`src/rtl/irc_pkg.sv`:
```
`timescale 1ns/1ps
package irc_pkg;
    typedef enum logic [1:0] {
        CTL_OFF,
        CTL_INIT,
        CTL_READY,
        CTL_RUN
    } ctl_state_t;

    typedef enum logic [1:0] {
        CAP_IDLE,
        CAP_LOW,
        CAP_HIGH
    } cap_state_t;

    localparam logic [7:0] OFS_ENABLE = 8'h00;
    localparam logic [7:0] OFS_CONFIG = 8'h04;
    localparam logic [7:0] OFS_BUSY   = 8'h1C;
    localparam logic [7:0] OFS_COUNT  = 8'h20;
    localparam logic [7:0] OFS_DATA   = 8'h24;
    localparam logic [7:0] OFS_MASK   = 8'h28;
    localparam logic [7:0] OFS_STATUS = 8'h2C;
    localparam logic [7:0] OFS_CLEAR  = 8'h30;
    localparam logic [7:0] OFS_START  = 8'h34;

    localparam int SRC_N = 3;
endpackage

```
`src/rtl/irc_timebase.sv`:
```
`timescale 1ns/1ps
module irc_timebase #(
    parameter int PRE_W   = 7,
    parameter int SUB_DIV = 10
) (
    input  logic             clk,
    input  logic             rst_n,
    input  logic             restart_i,
    input  logic [PRE_W-1:0] presc_i,
    output logic             unit_o
);
    localparam int SUB_W = $clog2(SUB_DIV);

    logic [PRE_W-1:0] pre_q;
    logic [SUB_W-1:0] sub_q;
    logic             base_tick;

    assign base_tick = (pre_q >= presc_i) && !restart_i;
    assign unit_o    = base_tick && (sub_q == SUB_W'(SUB_DIV - 1));

    always_ff @(posedge clk or negedge rst_n) begin
        if (!rst_n) begin
            pre_q <= '0;
            sub_q <= '0;
        end else if (restart_i) begin
            pre_q <= '0;
            sub_q <= '0;
        end else if (base_tick) begin
            pre_q <= '0;
            sub_q <= (sub_q == SUB_W'(SUB_DIV - 1)) ? '0 : sub_q + 1'b1;
        end else begin
            pre_q <= pre_q + 1'b1;
        end
    end
endmodule

```
`src/rtl/irc_capture.sv`:
```
`timescale 1ns/1ps
module irc_capture
    import irc_pkg::*;
#(
    parameter int DUR_W = 16
) (
    input  logic               clk,
    input  logic               rst_n,
    input  logic               run_i,
    input  logic               line_i,
    input  logic               unit_i,
    input  logic [DUR_W-1:0]   maxw_i,
    output logic               restart_o,
    output logic               push_o,
    output logic               tmo_o,
    output logic [2*DUR_W-1:0] sym_o
);
    cap_state_t       st_q, st_n;
    logic [DUR_W-1:0] low_q, high_q;
    logic             line_d;
    logic             fall, rise, reach;
    logic [DUR_W:0]   total;

    assign fall  = line_d && !line_i;
    assign rise  = !line_d && line_i;
    assign total = {1'b0, low_q} + {1'b0, high_q};
    assign reach = total >= {1'b0, maxw_i};
    assign sym_o = {high_q, low_q};

    always_ff @(posedge clk or negedge rst_n) begin
        if (!rst_n) begin
            st_q   <= CAP_IDLE;
            line_d <= 1'b1;
        end else begin
            st_q   <= st_n;
            line_d <= line_i;
        end
    end

    always_comb begin
        st_n      = st_q;
        restart_o = 1'b0;
        push_o    = 1'b0;
        tmo_o     = 1'b0;
        unique case (st_q)
            CAP_IDLE: begin
                if (fall) begin
                    st_n      = CAP_LOW;
                    restart_o = 1'b1;
                end
            end
            CAP_LOW: begin
                if (rise) begin
                    st_n      = CAP_HIGH;
                    restart_o = 1'b1;
                end
            end
            CAP_HIGH: begin
                if (reach) begin
                    st_n   = CAP_IDLE;
                    push_o = 1'b1;
                    tmo_o  = 1'b1;
                end else if (fall) begin
                    st_n      = CAP_LOW;
                    push_o    = 1'b1;
                    restart_o = 1'b1;
                end
            end
            default: st_n = CAP_IDLE;
        endcase
        if (!run_i) begin
            st_n      = CAP_IDLE;
            restart_o = 1'b0;
            push_o    = 1'b0;
            tmo_o     = 1'b0;
        end
    end

    always_ff @(posedge clk or negedge rst_n) begin
        if (!rst_n) begin
            low_q  <= '0;
            high_q <= '0;
        end else begin
            if (st_n == CAP_LOW && st_q != CAP_LOW)
                low_q <= '0;
            else if (st_q == CAP_LOW && unit_i && low_q != '1)
                low_q <= low_q + 1'b1;
            if (st_n == CAP_HIGH && st_q != CAP_HIGH)
                high_q <= '0;
            else if (st_q == CAP_HIGH && unit_i && high_q != '1)
                high_q <= high_q + 1'b1;
        end
    end


    cap_tmo_idle_chk: assert property (@(posedge clk) disable iff (!rst_n)
        tmo_o |=> (st_q == CAP_IDLE));
endmodule

```
`src/rtl/irc_fifo.sv`:
```
`timescale 1ns/1ps
module irc_fifo #(
    parameter int W     = 32,
    parameter int DEPTH = 64
) (
    input  logic                       clk,
    input  logic                       rst_n,
    input  logic                       flush_i,
    input  logic                       push_i,
    input  logic                       pop_i,
    input  logic [W-1:0]               din_i,
    output logic [W-1:0]               dout_o,
    output logic [$clog2(DEPTH+1)-1:0] count_o,
    output logic                       drop_o
);
    localparam int AW    = $clog2(DEPTH);
    localparam int CNT_W = $clog2(DEPTH + 1);

    logic [W-1:0]     mem [DEPTH];
    logic [AW-1:0]    wr_ptr, rd_ptr;
    logic [CNT_W-1:0] cnt_q;
    logic             pop_ok, push_ok, full;

    assign full    = (cnt_q == CNT_W'(DEPTH));
    assign pop_ok  = pop_i && (cnt_q != '0);
    assign push_ok = push_i && (!full || pop_ok);
    assign drop_o  = push_i && !push_ok;
    assign dout_o  = mem[rd_ptr];
    assign count_o = cnt_q;

    always_ff @(posedge clk) begin
        if (push_ok && !flush_i)
            mem[wr_ptr] <= din_i;
    end

    always_ff @(posedge clk or negedge rst_n) begin
        if (!rst_n) begin
            wr_ptr <= '0;
            rd_ptr <= '0;
            cnt_q  <= '0;
        end else if (flush_i) begin
            wr_ptr <= '0;
            rd_ptr <= '0;
            cnt_q  <= '0;
        end else begin
            if (push_ok)
                wr_ptr <= (wr_ptr == AW'(DEPTH - 1)) ? '0 : wr_ptr + 1'b1;
            if (pop_ok)
                rd_ptr <= (rd_ptr == AW'(DEPTH - 1)) ? '0 : rd_ptr + 1'b1;
            if (push_ok && !pop_ok)
                cnt_q <= cnt_q + 1'b1;
            else if (pop_ok && !push_ok)
                cnt_q <= cnt_q - 1'b1;
        end
    end


    fifo_bound_chk: assert property (@(posedge clk) disable iff (!rst_n)
        cnt_q <= CNT_W'(DEPTH));


    fifo_full_hold_chk: assert property (@(posedge clk) disable iff (!rst_n)
        (full && push_i && !pop_i && !flush_i) |=> (cnt_q == CNT_W'(DEPTH)));
endmodule

```
`src/rtl/ir_pulse_rx.sv`:
```
`timescale 1ns/1ps
module ir_pulse_rx
    import irc_pkg::*;
#(
    parameter int FIFO_DEPTH  = 64,
    parameter int INIT_CYCLES = 16,
    parameter int DUR_W       = 16,
    parameter int PRE_W       = 7,
    parameter int UNIT_TICKS  = 10
) (
    input  logic        clk,
    input  logic        rst_n,
    input  logic        bus_wr_i,
    input  logic [7:0]  bus_addr_i,
    input  logic [31:0] bus_wdata_i,
    input  logic        bus_rd_i,
    output logic [31:0] bus_rdata_o,
    input  logic        ir_i,
    output logic        irq_o
);
    localparam int CNT_W  = $clog2(FIFO_DEPTH + 1);
    localparam int INIT_W = $clog2(INIT_CYCLES + 1);
    localparam int SYM_W  = 2 * DUR_W;

    ctl_state_t       ctl_q, ctl_n;
    logic [INIT_W-1:0] init_cnt;
    logic [31:0]      cfg_q;
    logic [SRC_N-1:0] mask_q, sts_q, sts_set, sts_clr;
    logic [1:0]       sync_q;

    logic             en_wr, start_wr, clr_wr, pop;
    logic             run, busy, flush;
    logic             unit, restart, push, tmo, drop;
    logic [SYM_W-1:0] sym, fifo_dout;
    logic [CNT_W-1:0] fifo_cnt;
    logic [5:0]       lvl;

    assign en_wr    = bus_wr_i && (bus_addr_i == OFS_ENABLE);
    assign start_wr = bus_wr_i && (bus_addr_i == OFS_START);
    assign clr_wr   = bus_wr_i && (bus_addr_i == OFS_CLEAR);
    assign pop      = bus_rd_i && (bus_addr_i == OFS_DATA);
    assign run      = (ctl_q == CTL_RUN);
    assign busy     = (ctl_q == CTL_INIT);
    assign flush    = busy;
    assign lvl      = cfg_q[13:8];

    always_ff @(posedge clk or negedge rst_n) begin
        if (!rst_n) sync_q <= 2'b11;
        else        sync_q <= {sync_q[0], ir_i};
    end

    irc_timebase #(.PRE_W(PRE_W), .SUB_DIV(UNIT_TICKS)) tb_i (
        .clk       (clk),
        .rst_n     (rst_n),
        .restart_i (restart),
        .presc_i   (cfg_q[PRE_W-1:0]),
        .unit_o    (unit)
    );

    irc_capture #(.DUR_W(DUR_W)) cap_i (
        .clk       (clk),
        .rst_n     (rst_n),
        .run_i     (run),
        .line_i    (sync_q[1]),
        .unit_i    (unit),
        .maxw_i    (cfg_q[31:16]),
        .restart_o (restart),
        .push_o    (push),
        .tmo_o     (tmo),
        .sym_o     (sym)
    );

    irc_fifo #(.W(SYM_W), .DEPTH(FIFO_DEPTH)) fifo_i (
        .clk     (clk),
        .rst_n   (rst_n),
        .flush_i (flush),
        .push_i  (push),
        .pop_i   (pop),
        .din_i   (sym),
        .dout_o  (fifo_dout),
        .count_o (fifo_cnt),
        .drop_o  (drop)
    );

    // control state register
    always_ff @(posedge clk or negedge rst_n) begin
        if (!rst_n) ctl_q <= CTL_OFF;
        else        ctl_q <= ctl_n;
    end

    always_comb begin
        ctl_n = ctl_q;
        unique case (ctl_q)
            CTL_OFF:   if (en_wr && bus_wdata_i[0]) ctl_n = CTL_INIT;
            CTL_INIT:  if (init_cnt == '0) ctl_n = CTL_READY;
            CTL_READY: if (start_wr) ctl_n = CTL_RUN;
            CTL_RUN:   ctl_n = CTL_RUN;
            default:   ctl_n = CTL_OFF;
        endcase
        if (en_wr && !bus_wdata_i[0])
            ctl_n = CTL_OFF;
    end

    // registers and status driven from the control state
    assign sts_set = {drop, tmo, fifo_cnt >= (CNT_W'(lvl) + CNT_W'(1))};
    assign sts_clr = clr_wr ? bus_wdata_i[16 +: SRC_N] : '0;
    assign irq_o   = |(sts_q & ~mask_q);

    always_ff @(posedge clk or negedge rst_n) begin
        if (!rst_n) begin
            init_cnt <= '0;
            cfg_q    <= '0;
            mask_q   <= '1;
            sts_q    <= '0;
        end else begin
            if (ctl_q != CTL_INIT && ctl_n == CTL_INIT)
                init_cnt <= INIT_W'(INIT_CYCLES - 1);
            else if (ctl_q == CTL_INIT && init_cnt != '0)
                init_cnt <= init_cnt - 1'b1;
            if (bus_wr_i && bus_addr_i == OFS_CONFIG)
                cfg_q <= bus_wdata_i;
            if (bus_wr_i && bus_addr_i == OFS_MASK)
                mask_q <= bus_wdata_i[SRC_N-1:0];
            if (ctl_q == CTL_INIT)
                sts_q <= '0;
            else
                sts_q <= (sts_q & ~sts_clr) | sts_set;
        end
    end

    always_ff @(posedge clk or negedge rst_n) begin
        if (!rst_n) begin
            bus_rdata_o <= '0;
        end else if (bus_rd_i) begin
            case (bus_addr_i)
                OFS_ENABLE: bus_rdata_o <= {31'b0, ctl_q != CTL_OFF};
                OFS_CONFIG: bus_rdata_o <= cfg_q;
                OFS_BUSY:   bus_rdata_o <= {31'b0, busy};
                OFS_COUNT:  bus_rdata_o <= 32'(fifo_cnt);
                OFS_DATA:   bus_rdata_o <= (fifo_cnt != '0) ? fifo_dout : '0;
                OFS_MASK:   bus_rdata_o <= 32'(mask_q);
                OFS_STATUS: bus_rdata_o <= {5'b0, sts_q, 13'b0, sts_q & ~mask_q, 8'b0};
                default:    bus_rdata_o <= '0;
            endcase
        end
    end


    run_start_chk: assert property (@(posedge clk) disable iff (!rst_n)
        $rose(ctl_q == CTL_RUN) |-> $past(start_wr));


    tmo_clear_chk: assert property (@(posedge clk) disable iff (!rst_n)
        (clr_wr && bus_wdata_i[17] && !tmo && ctl_q != CTL_INIT) |=> !sts_q[1]);


    busy_enabled_chk: assert property (@(posedge clk) disable iff (!rst_n)
        busy |-> $past(ctl_q == CTL_OFF || ctl_q == CTL_INIT));
endmodule

```
`config.mk`:
```
export PLATFORM = sky130hd
export DESIGN_NAME = ir_pulse_rx
export DESIGN_NICKNAME = d
export VERILOG_FILES = /design/src/rtl/irc_pkg.sv /design/src/rtl/irc_timebase.sv /design/src/rtl/irc_capture.sv /design/src/rtl/irc_fifo.sv /design/src/rtl/ir_pulse_rx.sv
export SDC_FILE = /design/constraint.sdc
export NUM_CORES = 2
export LEC_CHECK = 0
export CAP_MARGIN = 20
export CORE_MARGIN = 2
export CORE_UTILIZATION = 40
export CTS_CLUSTER_DIAMETER = 60
export DETAILED_ROUTE_END_ITERATION = 16
export DONT_BUFFER_PORTS = 1
export SETUP_SLACK_MARGIN = 0.05
export SLEW_MARGIN = 25
export SYNTH_ARGS = -nofsm -noshare
export SYNTH_HDL_FRONTEND = slang
export SYNTH_HIERARCHICAL = 1
export SYNTH_SLANG_ARGS = --single-unit
```
`constraint.sdc`:
```
create_clock -name clk -period 9.8 [get_ports clk]
set_clock_uncertainty 0.1 [all_clocks]
set_input_delay 1.47 -clock clk [delete_from_list [all_inputs] [get_ports clk]]
set_output_delay 1.47 -clock clk [all_outputs]
set_load 0.01 [all_outputs]
```
**Word level (Yosys, flattened, before mapping)**

Memory sizes are Yosys's and may differ from the RTL's.
Index checks and enable logic that the tools add are counted.

- Bits in writable memories: 2,048
- Memories: 1
- Output and inout port bits: 33
- Word-level logic and storage cells: 158
- Register bits: 144

Memory list:

| memory | depth | width | rd ports | clocked after Yosys merged registers in | write ports | line | text |
|---|---|---|---|---|---|---|---|
| fifo_i.mem | 64 | 32 | 1 | 0 | 1 | irc_fifo.sv:19 | `logic [W-1:0] mem [DEPTH];` |

- Equal/unequal tests: 25
- $add $sub $neg: 11
- Bitwise operators: 5
- Mux-type cells: 47
- Order comparisons: 3
- Reduce and logical (&&, ||, !) cells: 50

Operators by type and width:

| kind | number |
|---|---|
| 32-bit one-hot mux with 7 select lines | 1 |
| 16-bit 2-to-1 mux | 4 |
| 8-bit by 6-bit equality test with 1-bit output, second input constant | 6 |
| 6-bit 2-to-1 mux | 6 |
| 7-bit 2-to-1 mux | 5 |
| 16-bit by 1-bit adder with 16-bit output, second input constant | 2 |
| 32-bit 2-to-1 mux | 1 |
| 16-bit inequality test, second input constant | 2 |
| 1-bit logical AND | 26 |
| 16-bit by 16-bit adder with 17-bit output | 1 |
| 17-bit by 16-bit greater-or-equal comparator with 1-bit output | 1 |
| 2-bit 2-to-1 mux | 8 |
| 7-bit by 1-bit adder with 7-bit output, second input constant | 2 |
| 7-bit greater-or-equal comparator | 2 |
| 2-bit nonzero test | 7 |
| 6-bit by 1-bit adder with 6-bit output, second input constant | 2 |
| 6-bit equality test, second input constant | 2 |
| 1-bit 2-to-1 mux | 12 |
| 4-bit 2-to-1 mux | 3 |
| 5-bit 2-to-1 mux | 2 |
| 2-bit by 1-bit equality test with 1-bit output, second input constant | 4 |
| 2-bit equality test, second input constant | 4 |
| 8-bit by 3-bit equality test with 1-bit output, second input constant | 1 |
| 8-bit by 5-bit equality test with 1-bit output, second input constant | 1 |
| 24 further kinds | 36 |

**Longest topological paths before layout**

- Word-level depth: 13
- Mapped depth: 28

**Cells and area by module**

The synthesis kept the hierarchy.

Modules (own cells, without submodules):

| module | cells an instance | area an instance (µm²) | seq. area each (µm²) | times used |
|---|---|---|---|---|
| irc_fifo | 3,506 | 79,618.9 | 61,974.4 | 1 |
| ir_pulse_rx | 323 | 3,812.4 | 1,983.2 | 1 |
| irc_capture | 337 | 2,957.8 | 877.1 | 1 |
| irc_timebase | 78 | 725.7 | 275.3 | 1 |

**Least setup slack after synthesis**

No wires, ideal clock.

- Path kind: register to register
- Start: register cap_i.low_q[2]
- End: memory fifo_i.mem[62][0], enable pin
- Setup time: 0.421 ns
- Arrival time: 5.862 ns
- Required time: 9.279 ns
- Period minus slack after synthesis: 6.383 ns
- Buffers on the path: 0
- Stages on the path, launching flop included: 20
- Setup slack: 3.417 ns
- Cell sequence: dfrtp_1 > ha_1 > and2_2 > a211oi_2 > o31a_2 > nor2b_1 > o21a_1 > o211a_1 > xor2_1 > ha_1 > nand3_1 > nor3_1 > o31ai_1 > nand3_1 > a211oi_2 > a21oi_1 > o41ai_2 > nor2_1 > nand4b_1 > nor2_1

- Cells in the longest elaborated chain, start to end: 9

Ends and longest elaborated chain:

| element | line | text |
|---|---|---|
| from (decl) | irc_capture.sv:19 | `logic [DUR_W-1:0] low_q, high_q;` |
| from (signal assigned) | irc_capture.sv:87 | `low_q <= low_q + 1'b1;` |
| 16-bit by 16-bit adder with 17-bit output | irc_capture.sv:26 | `assign total = {1'b0, low_q} + {1'b0, high_q};` |
| 17-bit by 16-bit greater-or-equal comparator with 1-bit output | irc_capture.sv:27 | `assign reach = total >= {1'b0, maxw_i};` |
| 1-bit 2-to-1 mux | irc_capture.sv:59 | `if (reach) begin` |
| 1-bit 2-to-1 mux | irc_capture.sv:45 | `unique case (st_q)` |
| 1-bit 2-to-1 mux | irc_capture.sv:71 | `if (!run_i) begin` |
| named net push | ir_pulse_rx.sv:33 | `logic unit, restart, push, tmo, drop;` |
| 1-bit logical AND | irc_fifo.sv:26 | `assign push_ok = push_i && (!full \|\| pop_ok);` |
| 1-bit logical AND | irc_fifo.sv:32 | `if (push_ok && !flush_i)` |
| 1-bit 2-to-1 mux | irc_fifo.sv:32 |  |
| 1-bit 2-to-1 mux (implied by the code) | irc_fifo.sv:33 | `mem[wr_ptr] <= din_i;` |
| to (decl) | irc_fifo.sv:19 |  |

The timed path passes the listed nets, and every way through them passes these cells.

**Final worst setup path**

- Start: register cap_i.low_q[0]
- End: memory fifo_i.mem[53][2], enable pin

The elaborated chain is that of the path after synthesis.

==> qor.txt <==
Status -> complete, no violations
Worst EP arrival -> 7.95 ns
Post-route DRC -> 0
Cell leakage power -> 0.0347 µW
Total of cells resized after clock tree synthesis -> 0
Net total in the final layout -> 4,518
Total wirelength of the detailed-routed design -> 236 mm
Root buffer selected by CTS -> clkbuf_16
Global-route wire length before repair -> 332 mm
Clock Pin Slew Worst Setup and Hold Paths -> 0.06 ns
Dominant cells by area after synthesis -> edfxtp_1 71%, mux4_2 13%, dfrtp_1 4.0%
Detailed-placement wirelength estimate -> 137 mm
Maximum capacitance violations -> 0
Post-Route Setup TNS -> 0 ns
Starting Density -> 40.2%
Overall overflow remaining after global route -> 0
Maximum ir drop on the vdd rail -> 0.153 mV
Total power density per cell area -> 195 mW/mm²
Gate count after technology mapping -> 4,244
Per-cell routed wire length -> 31.7 µm
Layout overhead on the synthesized area -> 12.9%
Antenna violations before repair -> 24
Combined area of all synthesized cells -> 0.0871 mm²
Number of enable flip-flop cells after synthesis -> 2,048
Seq cells post-synth -> 2,192
DR vias/cell -> 5.89
Clock tree from TritonCTS -> done
Number of core rows -> 171
Die ar. -> 0.222 mm²
Average size of a mapped cell -> 20.5 µm²
Most common cell after layout, fill and taps aside -> edfxtp_1
Horizontal die dimension -> 471 µm
Sequential area share after synthesis -> 74.7%
Slowest stage cell, crit path -> nor2_4
Top FF cell, synth -> edfxtp_1
Worst hold slack -> 0.205 ns
Final setup vio count -> 0
Capturing element type of the critical path -> flop
Cell chain of the critical path -> buf_4, ha_1, inv_1, fa_1, nor2b_1, o21a_1, o21ai_2, a21oi_2, nand3_1, a21oi_1, xor2_1, ha_1, nand4_1, nor3_1, o31ai_1, nand3_1, a211oi_2, a21oi_1, o41a_1, nand3_1, nor2_4, buf_4
Final RePlAce weighted congestion -> 0.852
I/O pins -> 78
Total setup buffers inserted after CTS -> 0
Tmin final -> 7.53 ns
Clk sinks -> 2,192
Fraction of layout cells with a size suffix above 1 -> 25.4%
Detailed Routing Iterations Pass 1 -> 6
Number of CTS-inserted buffers -> 218
Required time at the endpoint of the critical path -> 10.22 ns
Detailed-route via count -> 43.9k
Setup repair after global routing missed its margin -> false
Slew Limit Fails -> 0
Count of different cell masters after synthesis -> 95
Slew at the pin closest to its max-slew limit -> 1.16 ns
Fraction of the cycle the final worst path needs -> 76.8%
Number of warning messages in the yosys log -> 6
CP max FO -> 68
Number of H-tree levels -> 4
Post-synth top area cell -> edfxtp_1
Remaining max-slew budget at the tightest pin -> 22.8%
Synthesized net count -> 4,353
Share of the synthesized area in the top cell type -> 70.6%
Most used cell, CP -> nand3_1
Type of origin of the critical path -> flop
Most frequent cells in the layout -> 2,048 x edfxtp_1, 506 x mux4_2, 225 x clkbuf_16
Category of the most critical setup path -> flop to flop
Count of routing violations after the opening detailed-route iteration -> 6,000
Number of fill cells in the layout -> 18.1k
Die Ht -> 471 µm
Residual antenna-violating net count after detailed routing -> 0
Number of global-route vias before repair -> 43.5k
Number of hold-repair buffers added at the cts stage -> 0
Achievable clock frequency -> 0.133 GHz
Maximum number of pins on one net before global-route repair -> 145
Clock insertion delay at the later pin of the skew report -> 0.86 ns
CP peak stage delay -> 1.04 ns
Placeable Area -> 0.217 mm²
Fin. Hold Viols -> 0
Async SR Flop Fraction -> 6.57%
Classification of the worst-slack hold path -> input port to asynchronous set/reset pin
Port Buf Inserts -> 0
Deepest clock path buffer count -> 3
Combined global-route utilization of all metal layers -> 21.1%
-- synth_stat cells, types with 5 or more instances --
master     number
a211o_1         5
a21o_1         10
a21oi_1        80
a221oi_1       49
a22o_1          6
a22oi_1        71
a31oi_1        15
and2_1          9
and3_1         14
buf_1          26
buf_2          51
buf_4          18
buf_6          34
buf_8           6
clkbuf_1       83
dfrtp_1       138
dfstp_2         6
edfxtp_1     2048
ha_1           62
inv_1          53
mux2_2         41
mux2i_1       167
mux4_2        506
nand2_1       101
nand2b_1       13
nand3_1        54
nand4_1        21
nor2_1        182
nor2b_1         9
nor3_1         31
nor4_1         11
o21a_1          7
o21ai_0        64
o221ai_1       23
o22ai_1        27
o2bb2ai_1      32
o31ai_1        12
or2_2           6
or3_1           7
xnor2_1        26
xor2_1         33
-- where the power goes --
group / total, µW / internal [µW] / switching [µW]
Combinational: 865 / 275 / 590
Sequential: 10200 / 10100 / 66.3
Clock: 8130 / 4640 / 3490
Total: 19200 / 15000 / 4140
-- routing by layer --
metal  vias up  GRT usage, %  routed length, µm
met4        12          7.53               8610
met3       329          6.36              25300
met5         -         0.584                270
li1      18025             -                  -
met2      2044          31.2             106000
met1     23448          29.7              96000
-- registers in the layout, indices dropped and copies added, names as in the netlist, 2 cells and up --
register        count
bus_rdata_o        32
cap_i/high_q       16
cap_i/low_q        16
cap_i/st_q          2
cfg_q              32
ctl_q               2
fifo_i/count_o      7
fifo_i/mem       2048
fifo_i/rd_ptr       6
fifo_i/wr_ptr       6
init_cnt            5
mask_q              3
sts_q               3
sync_q              2
tb_i/pre_q          7
tb_i/sub_q          4
-- critical path, delay by kind of cell, from the launching register on --
kind	cells	cell delay, ns
adders and majority gates	3	1.01
xor gates and xnor gates	1	0.10
AOI/OAI and AO/OA	8	1.85
DFF	1	0.34
and+or+nand+nor	7	2.70
buffers and inverters	3	1.08
-- cell type report --
type                       instances  area [µm²]  share of cell area (%)
inverter                          54         210                   0.214
timing repair buffer             164        1420                    1.45
clock buffer                     262        5780                    5.88
clock inverter                   138        1140                    1.16
sequential                      2192       65200                    66.3
antenna                            7        17.5                  0.0178
tap                             2854        3570                    3.63
multi-input combinational       1779       21000                    21.4
-- final timing paths --
check	depth (start not counted)	start	slack, ns	to
setup / recovery	22	cap_i/low_q[0]	2.27	fifo_i/mem[53][2]
hold / removal	0	rst_n	0.20	cfg_q[26]
setup reg to reg	22	cap_i/low_q[0]	2.27	fifo_i/mem[53][2]
hold reg to reg	0	sync_q[0]	0.26	sync_q[1]
max in group asynchronous	0	rst_n	9.05	fifo_i/rd_ptr[2]
min in group clk	0	sync_q[0]	0.26	sync_q[1]
-- metrics by stage --
stage / instance area, µm² / power, µW / cells / util [%] / worst slack [ns]
after floorplan: 87100 / 10900 / 4244 / - / 3.42
after global placement: 91200 / 11200 / 7031 / 42.1 / 2.30
after detailed placement: 91400 / 11200 / 7041 / 42.1 / 2.33
after CTS: 98300 / 19300 / 7441 / 45.3 / 2.31
after global routing: 98300 / 19700 / 7445 / 45.4 / 1.78
final: 98300 / 19200 / 7450 / 45.4 / 2.27
-- logic make-up (layout without fill, tap and decap cells) --
kind of cell	after synthesis	after routing	share of synthesized area [%]
buffers and inverters	273	618	1.72
AND/OR/NAND/NOR	490	490	2.71
flip-flops	2192	2192	74.7
adder cells (fa/ha/maj)	65	65	0.948
AO/OA/AOI/OAI	450	450	3.74
XOR/XNOR	60	60	0.612
multiplexers	714	714	15.5
other	0	7	0
Power figures use the tool's default switching activity.
